<file path="src/rtl/pt_walker_pkg.sv">
package pt_walker_pkg;

  typedef enum logic [2:0] {
    S_IDLE,
    S_L1_REQ,
    S_L1_WAIT,
    S_L2_REQ,
    S_L2_WAIT,
    S_DONE
  } walkState_e;

  // Strobes from control to datapath
  typedef struct packed {
    logic captureReq;    // latch logical address and root base
    logic captureInner;  // latch inner table base from outer entry
    logic finishOk;      // latch translated address
    logic finishFault;   // latch fault result
    logic faultLevel;    // 0 outer, 1 inner
    logic useInner;      // address mux selects second-level read
  } walkStrobes_t;

endpackage

</file>
<file path="src/rtl/pt_walker_ctrl.sv">
module pt_walker_ctrl
  import pt_walker_pkg::*;
(
  input  logic         clk,
  input  logic         rstN,
  input  logic         reqValid,
  input  logic         memRspValid,
  input  logic         entryValid,
  output logic         reqReady,
  output logic         memReqValid,
  output logic         rspValid,
  output walkStrobes_t stb
);

  walkState_e state, stateNext;

  always_ff @(posedge clk) begin
    if (!rstN) state <= S_IDLE;
    else       state <= stateNext;
  end

  always_comb begin
    stateNext   = state;
    stb         = '0;
    reqReady    = (state == S_IDLE);
    memReqValid = (state == S_L1_REQ) || (state == S_L2_REQ);
    rspValid    = (state == S_DONE);
    stb.useInner = (state == S_L2_REQ) || (state == S_L2_WAIT);
    unique case (state)
      S_IDLE: begin
        if (reqValid) begin
          stb.captureReq = 1'b1;
          stateNext      = S_L1_REQ;
        end
      end
      S_L1_REQ:  stateNext = S_L1_WAIT;
      S_L1_WAIT: begin
        if (memRspValid) begin
          if (entryValid) begin
            stb.captureInner = 1'b1;
            stateNext        = S_L2_REQ;
          end else begin
            stb.finishFault = 1'b1;
            stb.faultLevel  = 1'b0;
            stateNext       = S_DONE;
          end
        end
      end
      S_L2_REQ:  stateNext = S_L2_WAIT;
      S_L2_WAIT: begin
        if (memRspValid) begin
          if (entryValid) begin
            stb.finishOk = 1'b1;
          end else begin
            stb.finishFault = 1'b1;
            stb.faultLevel  = 1'b1;
          end
          stateNext = S_DONE;
        end
      end
      S_DONE:  stateNext = S_IDLE;
      default: stateNext = S_IDLE;
    endcase
  end

endmodule

</file>
<file path="src/rtl/pt_walker_dp.sv">
module pt_walker_dp
  import pt_walker_pkg::*;
#(
  parameter int ADDR_W    = 32,
  parameter int OFFSET_W  = 10,
  parameter int INNER_W   = 10,
  parameter int PTE_SHIFT = 2
) (
  input  logic              clk,
  input  logic              rstN,
  input  walkStrobes_t      stb,
  input  logic [ADDR_W-1:0] reqLogAddr,
  input  logic [ADDR_W-1:0] rootBase,
  input  logic [ADDR_W-1:0] memRspData,
  output logic              entryValid,
  output logic [ADDR_W-1:0] memReqAddr,
  output logic [ADDR_W-1:0] rspPhysAddr,
  output logic              rspFault,
  output logic              rspFaultLevel
);

  localparam int OUTER_W = ADDR_W - OFFSET_W - INNER_W;
  localparam int FRAME_W = ADDR_W - OFFSET_W;

  logic [ADDR_W-1:0]  vaddrQ, rootQ, innerBaseQ;
  logic [OUTER_W-1:0] outerIdx;
  logic [INNER_W-1:0] innerIdx;
  logic [FRAME_W-1:0] entryFrame;
  logic [ADDR_W-1:0]  l1Addr, l2Addr;

  assign outerIdx   = vaddrQ[ADDR_W-1 -: OUTER_W];
  assign innerIdx   = vaddrQ[OFFSET_W +: INNER_W];
  assign entryFrame = memRspData[ADDR_W-1 -: FRAME_W];
  assign entryValid = memRspData[0];

  assign l1Addr     = rootQ + (ADDR_W'(outerIdx) << PTE_SHIFT);
  assign l2Addr     = innerBaseQ + (ADDR_W'(innerIdx) << PTE_SHIFT);
  assign memReqAddr = stb.useInner ? l2Addr : l1Addr;

  always_ff @(posedge clk) begin
    if (!rstN) begin
      vaddrQ        <= '0;
      rootQ         <= '0;
      innerBaseQ    <= '0;
      rspPhysAddr   <= '0;
      rspFault      <= 1'b0;
      rspFaultLevel <= 1'b0;
    end else begin
      if (stb.captureReq) begin
        vaddrQ <= reqLogAddr;
        rootQ  <= rootBase;
      end
      if (stb.captureInner) innerBaseQ <= {entryFrame, {OFFSET_W{1'b0}}};
      if (stb.finishOk) begin
        rspPhysAddr   <= {entryFrame, vaddrQ[OFFSET_W-1:0]};
        rspFault      <= 1'b0;
        rspFaultLevel <= 1'b0;
      end else if (stb.finishFault) begin
        rspPhysAddr   <= '0;
        rspFault      <= 1'b1;
        rspFaultLevel <= stb.faultLevel;
      end
    end
  end

endmodule

</file>
<file path="src/rtl/pt_walker.sv">
module pt_walker
  import pt_walker_pkg::*;
#(
  parameter int ADDR_W    = 32,
  parameter int OFFSET_W  = 10,
  parameter int INNER_W   = 10,
  parameter int PTE_SHIFT = 2
) (
  input  logic              clk,
  input  logic              rstN,
  input  logic              reqValid,
  output logic              reqReady,
  input  logic [ADDR_W-1:0] reqLogAddr,
  input  logic [ADDR_W-1:0] rootBase,
  output logic              rspValid,
  output logic [ADDR_W-1:0] rspPhysAddr,
  output logic              rspFault,
  output logic              rspFaultLevel,
  output logic              memReqValid,
  output logic [ADDR_W-1:0] memReqAddr,
  input  logic              memRspValid,
  input  logic [ADDR_W-1:0] memRspData
);

  walkStrobes_t stb;
  logic         entryValid;

  pt_walker_ctrl u_ctrl (
    .clk         (clk),
    .rstN        (rstN),
    .reqValid    (reqValid),
    .memRspValid (memRspValid),
    .entryValid  (entryValid),
    .reqReady    (reqReady),
    .memReqValid (memReqValid),
    .rspValid    (rspValid),
    .stb         (stb)
  );

  pt_walker_dp #(
    .ADDR_W    (ADDR_W),
    .OFFSET_W  (OFFSET_W),
    .INNER_W   (INNER_W),
    .PTE_SHIFT (PTE_SHIFT)
  ) u_dp (
    .clk           (clk),
    .rstN          (rstN),
    .stb           (stb),
    .reqLogAddr    (reqLogAddr),
    .rootBase      (rootBase),
    .memRspData    (memRspData),
    .entryValid    (entryValid),
    .memReqAddr    (memReqAddr),
    .rspPhysAddr   (rspPhysAddr),
    .rspFault      (rspFault),
    .rspFaultLevel (rspFaultLevel)
  );

endmodule

</file>
<file path="config.mk">
export PLATFORM = sky130hd
export DESIGN_NAME = pt_walker
export DESIGN_NICKNAME = d
export VERILOG_FILES = /design/src/rtl/pt_walker_pkg.sv /design/src/rtl/pt_walker_ctrl.sv /design/src/rtl/pt_walker_dp.sv /design/src/rtl/pt_walker.sv
export SDC_FILE = /design/constraint.sdc
export NUM_CORES = 1
export LEC_CHECK = 0
export CORE_MARGIN = 2
export CORE_UTILIZATION = 53
export DETAILED_ROUTE_END_ITERATION = 6
export GPL_ROUTABILITY_DRIVEN = 0
export GPL_TIMING_DRIVEN = 0
export PLACE_DENSITY = 0.86
export SYNTH_ARGS = -nofsm -noshare
export SYNTH_HDL_FRONTEND = slang
export SYNTH_HIERARCHICAL = 1
export SYNTH_SLANG_ARGS = --single-unit
</file>
<file path="constraint.sdc">
create_clock -name clk -period 3.88 [get_ports clk]
set_clock_uncertainty 0.05 [all_clocks]
set_input_delay 0.776 -clock clk [delete_from_list [all_inputs] [get_ports clk]]
set_output_delay 0.776 -clock clk [all_outputs]
set_load 0.005 [all_outputs]
</file>
==> summary.txt, run 1 <==
Yosys cell types: 55
max_slew headroom: 50.4%
slowest stage cell on the critical path: clkdlybuf4s50_1
die area: 0.0133 mm2
total clock sinks: 123
worst-margin pin slew: 0.744 ns
n_diodes: 0
Slowest Stage Delay on Critical Path: 0.53 ns
most used flip-flop cell after synthesis: dfxtp_1
TritonCTS clock tree: done
critical path type: reg -> out
Post-synth ARST share: 0%
Die Ht: 115 um
final worst-path setup slack: 0.0441 ns
clock tree buffer depth: 2
post-route ant nets: 0
Port Buffers: 158
Fill cells: 821
# rows: 40
pwr/cell area: 403 mW/mm2
Synth Net Count: 823
critical-path cell list: ha_4, a21o_1, a22o_1, nor3_4, a21oi_4, buf_4, a221o_1, nor2_1, clkdlybuf4s50_1
H-Tree Depth: 4
commonest non-fill, non-tap cell in the layout: clkdlybuf4s50_1
final hold viol count: 0
Critical Path Source Type: flip-flop
Worst Path Max Fanout: 5
status: completed
sum of negative setup slack: 0 ns
Die Wd: 115 um
CTS Buf Count: 17
fraction of layout cells with a size suffix above 1: 9.18%
fin. max-slew vios: 0
antenna violations before repair: 0
drt first pass iters: 5
Hold Crit Class: reg -> reg
Vias/cell: 5.54
Critical Path AT: 3.01 ns
syn avg cell area: 9.31 um2
gr usage total: 28.5%
detailed-route DRC error count: 0
pre-CTS WS: -0.110 ns
CORE AREA: 0.0121 mm2
crit path buf inv count: 2
Mapped Area: 0.00658 mm2
wire per inst: 18.0 um
via count: 5942
clock-pin slew on the worst setup and hold paths: 0.05 ns
sequential element share of the synthesized area: 37.4%
Starting Density: 54.6%
CP endpoint kind: primary output
largest net degree at the start of global routing: 17
dominant cells by area after synthesis: dfxtp_1, mux2i_1, nor2b_1
clk_lat worst skew: 0.41 ns
Area growth syn-to-layout: 40.3%
min Tclk post-route: 3.84 ns
cts hold-fix bufs: 0
Max-cap violations: 0
Synth warnings: 6
IO Pins: 169
largest vdd supply drop: 0.000259 V
Worst R2R Setup Slack: 1.41 ns
post-synth top area cell: dfxtp_1
synthesized flop and latch total: 123
HPWL after detailed placement: 14000 um
WL final: 19300 um
CTS root buf: clkbuf_16
grt ovf: 0
vias in the first global route: 5931
# setup viols final: 0
first-pass GRT wire length: 29500 um
EDFF count, synth: 0
Tot Pwr: 3.72 mW
CP top delay family: compound AO/OA/AOI/OAI gates
Cells after Synth: 707
WP data required: 3.05 ns
Fmax: 261 MHz
commonest cells after routing, fill and taps aside: clkdlybuf4s50_1, nor2b_1, dfxtp_1, mux2i_1
fin crit share: 98.9%
1st-iter DRT viols: 435
Final #Nets: 1008
leak pwr: 3.52 nW
top cell type's share of synthesized area: 37.4%
## area by class of cell
cell class	instances	area, um2	share of cell area [%]
Multi-Input combinational cell	533	4030	43.6
Sequential cell	123	2470	26.7
Timing Repair Buffer	167	1680	18.2
Clock buffer	25	495	5.37
Tap cell	168	210	2.28
Buffer	42	188	2.03
Clock inverter	6	134	1.45
Inverter	8	30.0	0.325
## metrics by stage
step           utilization (%)  instances  instance area [um2]  hold slack [ns]
6_report                  76.6       1072                 9230            0.465
5_1_grt                   76.6       1072                 9230            0.491
4_1_cts                   75.1       1069                 9060            0.462
3_5_place_dp              69.4       1033                 8370            0.444
3_3_place_gp              69.4       1033                 8370            0.408
2_1_floorplan                -        707                 6580            0.408
## state kept, by name (all words and copies together), names as in the netlist
register / flops
u_dp/rootQ: 32
u_dp/rspPhysAddr: 32
u_dp/vaddrQ: 32
u_dp/innerBaseQ: 22
u_ctrl/state: 3
u_dp/rspFault: 1
u_dp/rspFaultLevel: 1
## metal layers
layer  vias to the layer above  GRT usage, %  part of all wire (%)
li1                       2823             -                     -
met1                      2860          35.2                    42
met2                       223          48.2                    49
met3                        36          7.53                   6.5
met4                         0          10.3                   2.3
met5                         -             0                     0
## what timing repair did
| item | CTS | global route |
|---|---|---|
| endpoints found under the hold margin | 0 | 0 |
| cloned | 0 | 1 |
| endpoints found under the setup margin | 21 | 23 |
| pin swaps | 4 | 9 |
| gates resized for setup | 11 | 36 |
| setup buffers | 6 | 2 |
## cell usage after synthesis (7+ instances only)
master and n:
dfxtp_1 123, nor2b_1 121, mux2i_1 98, a21oi_1 40, nand2_1 39, nor3b_1 35, clkbuf_1 28, nor2_1 23
xnor2_1 21, o21ai_0 16, xor2_1 15, ha_1 14, nand3_1 14, inv_1 8, nor3_1 8, a21o_1 7
nand2b_1 7
## where the power goes
| part | leakage, nW | internal [mW] | switching, mW |
|---|---|---|---|
| Sequential | 1.00 | 1.33 | 0.0596 |
| Combinational | 2.21 | 0.360 | 0.291 |
| Clock | 0.308 | 1.14 | 0.536 |
| Total | 3.52 | 2.83 | 0.887 |
## kinds of logic after synthesis
group | synth area share, %
compound gates | 9.05
fa+ha+maj | 3.27
flops | 37.4
buf+inv | 3.31
simple gates | 26.7
xor+xnor | 4.79
mux | 15.4
## tightest hold or removal path, cell delays in order (launching register included)
cell and delay [ns]:
dfxtp_1 0.33, mux2i_1 0.07, nor2_1 0.07
## path summary, 6_finish.rpt
path | start | endpoint | depth (start not counted)
setup / recovery | u_dp/vaddrQ[26] | memReqAddr[31] | 9
hold / removal | u_dp/rspFaultLevel | u_dp/rspFaultLevel | 2
setup reg to reg | u_ctrl/state[2] | u_dp/vaddrQ[26] | 7
hold reg to reg | u_dp/rspFaultLevel | u_dp/rspFaultLevel | 2
Power figures use the tool's default switching activity.
==> inputs of run 2 (changes only) <==
--- a/config.mk
+++ b/config.mk
@@ -11,6 +11,7 @@
 export GPL_ROUTABILITY_DRIVEN = 0
 export GPL_TIMING_DRIVEN = 0
 export PLACE_DENSITY = 0.86
+export SETUP_SLACK_MARGIN = 0.3
 export SYNTH_ARGS = -nofsm -noshare
 export SYNTH_HDL_FRONTEND = slang
 export SYNTH_HIERARCHICAL = 1
==> run 2 against run 1 <==
  * Cell area is 1.5% higher
  * Wire length is 5.3% higher
  * Core utilization is 1.1 points higher
  * Maximum frequency is 3.6% higher
  * Total power is 0.71% higher
  * Register-to-register slack hardly changed
  * Worst hold slack hardly changed
  * Clock power hardly changed
  * Critical path depth is 2 higher
  * Sequential share of layout area is 0.26 points lower
  * Setup slack better by 0.13 ns
==> summary.txt, run 2 (same netlist as run 1, synthesis figures left out) <==
CTS root buf: clkbuf_16
worst-margin pin slew: 0.738 ns
grt ovf: 0
hold path start: u_dp/rspFaultLevel
RSZ-0062 raised after global routing: yes
slowest stage cell on the critical path: fa_2
critical-path cell list: ha_4, fa_2, a211oi_4, o211ai_2, a31oi_4, buf_6, buf_12, nor4b_2, xnor2_1, mux2i_1, clkbuf_2
CP endpoint kind: primary output
H-Tree Depth: 4
Die Ht: 115 um
1st-iter DRT viols: 400
WL met2: 10200 um
via count: 6102
FF-to-FF Start: u_ctrl/state[2]
total clock sinks: 123
TritonCTS clock tree: done
final hold viol count: 0
Worst Path Max Fanout: 3
sum of negative setup slack: 0 ns
Hold Crit Class: reg -> reg
R2R Path End: u_dp/vaddrQ[30]
Die Wd: 115 um
Detail Route met3 WL: 1370 um
Fmax: 270 MHz
Worst Hold Depth: 2
vias in the first global route: 6134
WL final: 20400 um
Critical Path AT: 2.88 ns
IO Pins: 169
Area growth syn-to-layout: 42.4%
CTS Buf Count: 17
min Tclk post-route: 3.70 ns
leak pwr: 3.50 nW
Vias/cell: 5.63
# setup viols final: 0
commonest non-fill, non-tap cell in the layout: clkdlybuf4s50_1
top routing layer in use: met4
crit path launch: u_dp/vaddrQ[20]
Slowest Stage Delay on Critical Path: 0.42 ns
max_slew headroom: 50.6%
critical path type: reg -> out
Final Util: 77.7%
pwr/cell area: 400 mW/mm2
# rows: 40
die area: 0.0133 mm2
antenna violations before repair: 0
HPWL after detailed placement: 14000 um
drt first pass iters: 5
CORE AREA: 0.0121 mm2
Critical Path Source Type: flip-flop
clock tree buffer depth: 2
first-pass GRT wire length: 30400 um
commonest cells after routing, fill and taps aside: clkdlybuf4s50_1, nor2b_1, dfxtp_1, mux2i_1, nand2_1
cts hold-fix bufs: 0
Starting Density: 54.6%
Largest regs: u_dp/rootQ: 32 flops, u_dp/rspPhysAddr: 32 flops, u_dp/vaddrQ: 32 flops
Max-cap violations: 0
Area after DPL: 0.00837 mm2
n_diodes: 0
Finished Cell Area: 0.00937 mm2
Final #Nets: 1020
wire per inst: 18.8 um
fin crit share: 95.4%
clock-pin slew on the worst setup and hold paths: 0.05 ns
WHS: 0.465 ns
Port Buffers: 158
Worst R2R Setup Slack: 1.40 ns
WP data required: 3.05 ns
final worst-path setup slack: 0.177 ns
detailed-routing wirelength on met1: 8250 um
gr usage total: 29.4%
fraction of layout cells with a size suffix above 1: 14.0%
hold endpoint: u_dp/rspFaultLevel
clk_lat worst skew: 0.41 ns
fin. max-slew vios: 0
detailed-route DRC error count: 0
largest vdd supply drop: 0.000261 V
post-route ant nets: 0
R2R depth: 7
status: completed
pre-CTS WS: -0.110 ns
largest net degree at the start of global routing: 17
-- run 2: cell count changes in the layout (fill, tap and decap cells not counted), sizes merged --
cell,previous run,this run
buf,24,45
dlymetal6s2s,14,2
clkdlybuf4s50,141,134
clkbuf,52,58
dlygate4sd2,3,6
clkdlybuf4s15,0,1
-- run 2: report_power, final --
group	total [mW]	internal, mW	switching (mW)
Clock	1.68	1.14	0.542
Sequential	1.40	1.33	0.0655
Combinational	0.665	0.360	0.305
Total	3.74	2.83	0.913
-- run 2: how the worst max path moves through the flow --
stage               slack (ns)             end  cells past startpoint
floorplan                 0.93  memReqAddr[16]                      8
global placement          0.01  memReqAddr[30]                      8
detailed placement       -0.11  memReqAddr[22]                      8
CTS                       0.18  memReqAddr[19]                      9
global route              0.15  memReqAddr[22]                     10
finish                    0.18  memReqAddr[22]                     11
-- run 2: worst max-delay path, delay by kind of cell, from the launching register on --
family | cells | cell delay [ns]
compound gates | 3 | 0.69
fa+ha+maj | 2 | 0.58
buf+inv | 3 | 0.37
flops | 1 | 0.33
xor+xnor | 1 | 0.30
mux | 1 | 0.14
simple gates | 1 | 0.05
-- run 2: routing by layer --
layer	track usage, %	up-vias
met2	50.8	258
met5	0	-
met4	10.7	0
met1	35.0	2933
met3	8.05	52
li1	-	2859
-- run 2: repair_timing --
item / 4_1_cts / 5_1_grt
setup endpoints to repair: 32 / 24
resized for setup: 69 / 64
buffers inserted: 15 / 5
pin swaps: 16 / 24
-- run 2: per-stage QoR --
step | instances | power, mW
4_1_cts | 1079 | 3.72
6_report | 1084 | 3.74
5_1_grt | 1084 | 3.87
3_3_place_gp | 1033 | 2.01
3_5_place_dp | 1033 | 2.03
2_1_floorplan | 707 | 1.73
-- run 2: layout make-up --
cell class / instances / area [um2]
plain buffers: 43 / 205
clock buffers: 25 / 495
clock inverters: 6 / 134
fillers: 799 / 2690
inverters: 8 / 30.0
multi-input cells: 533 / 4120
flip-flops and latches: 123 / 2480
well taps: 168 / 210
repair buffers: 178 / 1690
==> inputs of run 3 (changes only) <==
--- a/config.mk
+++ b/config.mk
@@ -7,10 +7,11 @@
 export LEC_CHECK = 0
 export CORE_MARGIN = 2
 export CORE_UTILIZATION = 53
+export CTS_CLUSTER_DIAMETER = 200
 export DETAILED_ROUTE_END_ITERATION = 6
 export GPL_ROUTABILITY_DRIVEN = 0
 export GPL_TIMING_DRIVEN = 0
-export PLACE_DENSITY = 0.86
+export PLACE_DENSITY_LB_ADDON = 0.05
 export SETUP_SLACK_MARGIN = 0.3
 export SYNTH_ARGS = -nofsm -noshare
 export SYNTH_HDL_FRONTEND = slang
==> run 3 against run 2 <==
  * Combinational power rose by 0.8%
  * Critical path type unchanged
  * Wire length barely moved
  * Global-route usage rose by 0.39 points
  * Die area did not move
  * Critical endpoint unchanged
  * Sequential power barely moved
  * Cell area rose by 1.0%
  * Highest routed layer unchanged
==> summary.txt, run 3 (same netlist as run 1, synthesis figures left out) <==
status: completed
commonest non-fill, non-tap cell in the layout: clkdlybuf4s50_1
fin. max-slew vios: 0
fraction of layout cells with a size suffix above 1: 15.4%
Tot Pwr: 3.74 mW
Area after DPL: 0.00837 mm2
slowest stage cell on the critical path: fa_2
clock-pin slew on the worst setup and hold paths: 0.06 ns
wire per inst: 18.7 um
# setup viols final: 0
Worst Hold Depth: 2
clock tree buffer depth: 2
n_diodes: 0
hold endpoint: u_dp/rspPhysAddr[3]
Hold Crit Class: reg -> reg
grt ovf: 0
min Tclk post-route: 3.66 ns
Area growth syn-to-layout: 43.8%
1st-iter DRT viols: 399
final hold viol count: 0
H-Tree Depth: 4
vias in the first global route: 6043
Largest regs: u_dp/rootQ: 32 flops, u_dp/rspPhysAddr: 32 flops, u_dp/vaddrQ: 32 flops
# rows: 40
HPWL after detailed placement: 13700 um
critical-path cell list: ha_4, fa_2, a211oi_2, o211ai_2, a31oi_4, buf_12, buf_12, nor4b_2, xnor2_1, mux2i_1, buf_2
FF-to-FF Start: u_ctrl/state[2]
die area: 0.0133 mm2
via count: 6027
leak pwr: 3.56 nW
Starting Density: 54.6%
Fmax: 273 MHz
CTS root buf: clkbuf_16
largest vdd supply drop: 0.000276 V
CORE AREA: 0.0121 mm2
Fill cells: 800
drt first pass iters: 5
largest net degree at the start of global routing: 17
Critical Path Source Type: flip-flop
Finished Cell Area: 0.00947 mm2
Vias/cell: 5.53
fin crit share: 94.3%
critical path type: reg -> out
post-route ant nets: 0
Critical Path AT: 2.83 ns
antenna violations before repair: 0
CTS Buf Count: 17
detailed-route DRC error count: 0
R2R Path End: u_dp/rootQ[7]
CP endpoint kind: primary output
max_slew headroom: 48.2%
Slowest Stage Delay on Critical Path: 0.37 ns
total clock sinks: 123
WL final: 20400 um
R2R depth: 7
RSZ-0062 raised after global routing: yes
Worst Path Max Fanout: 4
IO Pins: 169
hold path start: u_dp/vaddrQ[3]
worst-margin pin slew: 0.776 ns
Die Ht: 115 um
WP data required: 3.05 ns
most used cell, CP: buf_12
clk_lat worst skew: 0.42 ns
pwr/cell area: 395 mW/mm2
Die Wd: 115 um
gr usage total: 29.8%
TritonCTS clock tree: done
first-pass GRT wire length: 30700 um
Final #Nets: 1025
Max-cap violations: 0
Port Buffers: 158
Worst R2R Setup Slack: 1.38 ns
commonest cells after routing, fill and taps aside: clkdlybuf4s50_1, nor2b_1, dfxtp_1, mux2i_1, nand2_1
cts hold-fix bufs: 0
==> run 3: changes by cell type in the layout (fill, tap and decap cells not counted), moves of 4 or more <==
| cell | before | now |
|---|---|---|
| clkinv_4 | 1 | 5 |
| clkbuf_8 | 5 | 1 |
| dfxtp_2 | 7 | 11 |
| buf_4 | 14 | 19 |
==> run 3: area by class of cell <==
cell class	instances	area, um2	share of cell area, %
repair buffers	183	1750	18.5
well taps	168	210	2.22
flip-flops and latches	123	2480	26.2
multi-input cells	533	4160	43.9
inverters	8	30.0	0.317
clock buffers	18	429	4.53
plain buffers	43	210	2.22
clock inverters	14	195	2.06
==> run 3: critical path: cells and delay by family (launching register included) <==
| family | cells | cell delay [ns] |
|---|---|---|
| AOI/OAI and AO/OA | 3 | 0.68 |
| and+or+nand+nor | 1 | 0.05 |
| muxes | 1 | 0.11 |
| xor gates and xnor gates | 1 | 0.31 |
| buffers and inverters | 3 | 0.37 |
| adders and majority gates | 2 | 0.54 |
| DFF | 1 | 0.35 |
==> run 3: metal layers <==
| metal | vias to the layer above | part of all wire (%) | track usage [%] |
|---|---|---|---|
| met5 | - | 0 | 0 |
| met4 | 0 | 3.3 | 13.2 |
| met3 | 53 | 7.0 | 7.43 |
| met2 | 298 | 48 | 49.9 |
| met1 | 2810 | 42 | 36.3 |
| li1 | 2866 | - | - |
==> run 3: how the worst max path moves through the flow <==
stage / end / startpoint / slack (ns) / cells past startpoint
global placement: memReqAddr[30] / u_ctrl/state[2] / -0.01 / 8
CTS: memReqAddr[30] / u_dp/vaddrQ[24] / 0.15 / 11
finish: memReqAddr[22] / u_dp/vaddrQ[20] / 0.22 / 11
detailed placement: memReqAddr[30] / u_ctrl/state[2] / -0.12 / 8
global route: memReqAddr[28] / u_dp/vaddrQ[20] / 0.15 / 12
floorplan: memReqAddr[16] / u_dp/vaddrQ[20] / 0.93 / 8
==> run 3: metrics by stage <==
stage / hold WS (ns) / setup WS [ns] / TNS (ns) / cells / util, %
finish: 0.461 / 0.223 / 0 / 1090 / 78.5
global route: 0.483 / 0.147 / 0 / 1090 / 78.5
CTS: 0.468 / 0.155 / 0 / 1083 / 76.9
detailed placement: 0.454 / -0.115 / -0.695 / 1033 / 69.4
global placement: 0.405 / -0.0110 / -0.0121 / 1033 / 69.4
floorplan: 0.408 / 0.932 / 0 / 707 / -
==> run 3: where the power goes <==
part | internal, mW | switching (mW) | total (mW)
sequential | 1.33 | 0.0672 | 1.40
combinational | 0.366 | 0.305 | 0.670
clock | 1.08 | 0.595 | 1.67
==> run 3: what timing repair did <==
item	in CTS	in global routing
setup endpoints to repair	32	26
resized for setup	82	53
buffers inserted	17	7
pin swaps	18	25
gates cloned	1	0
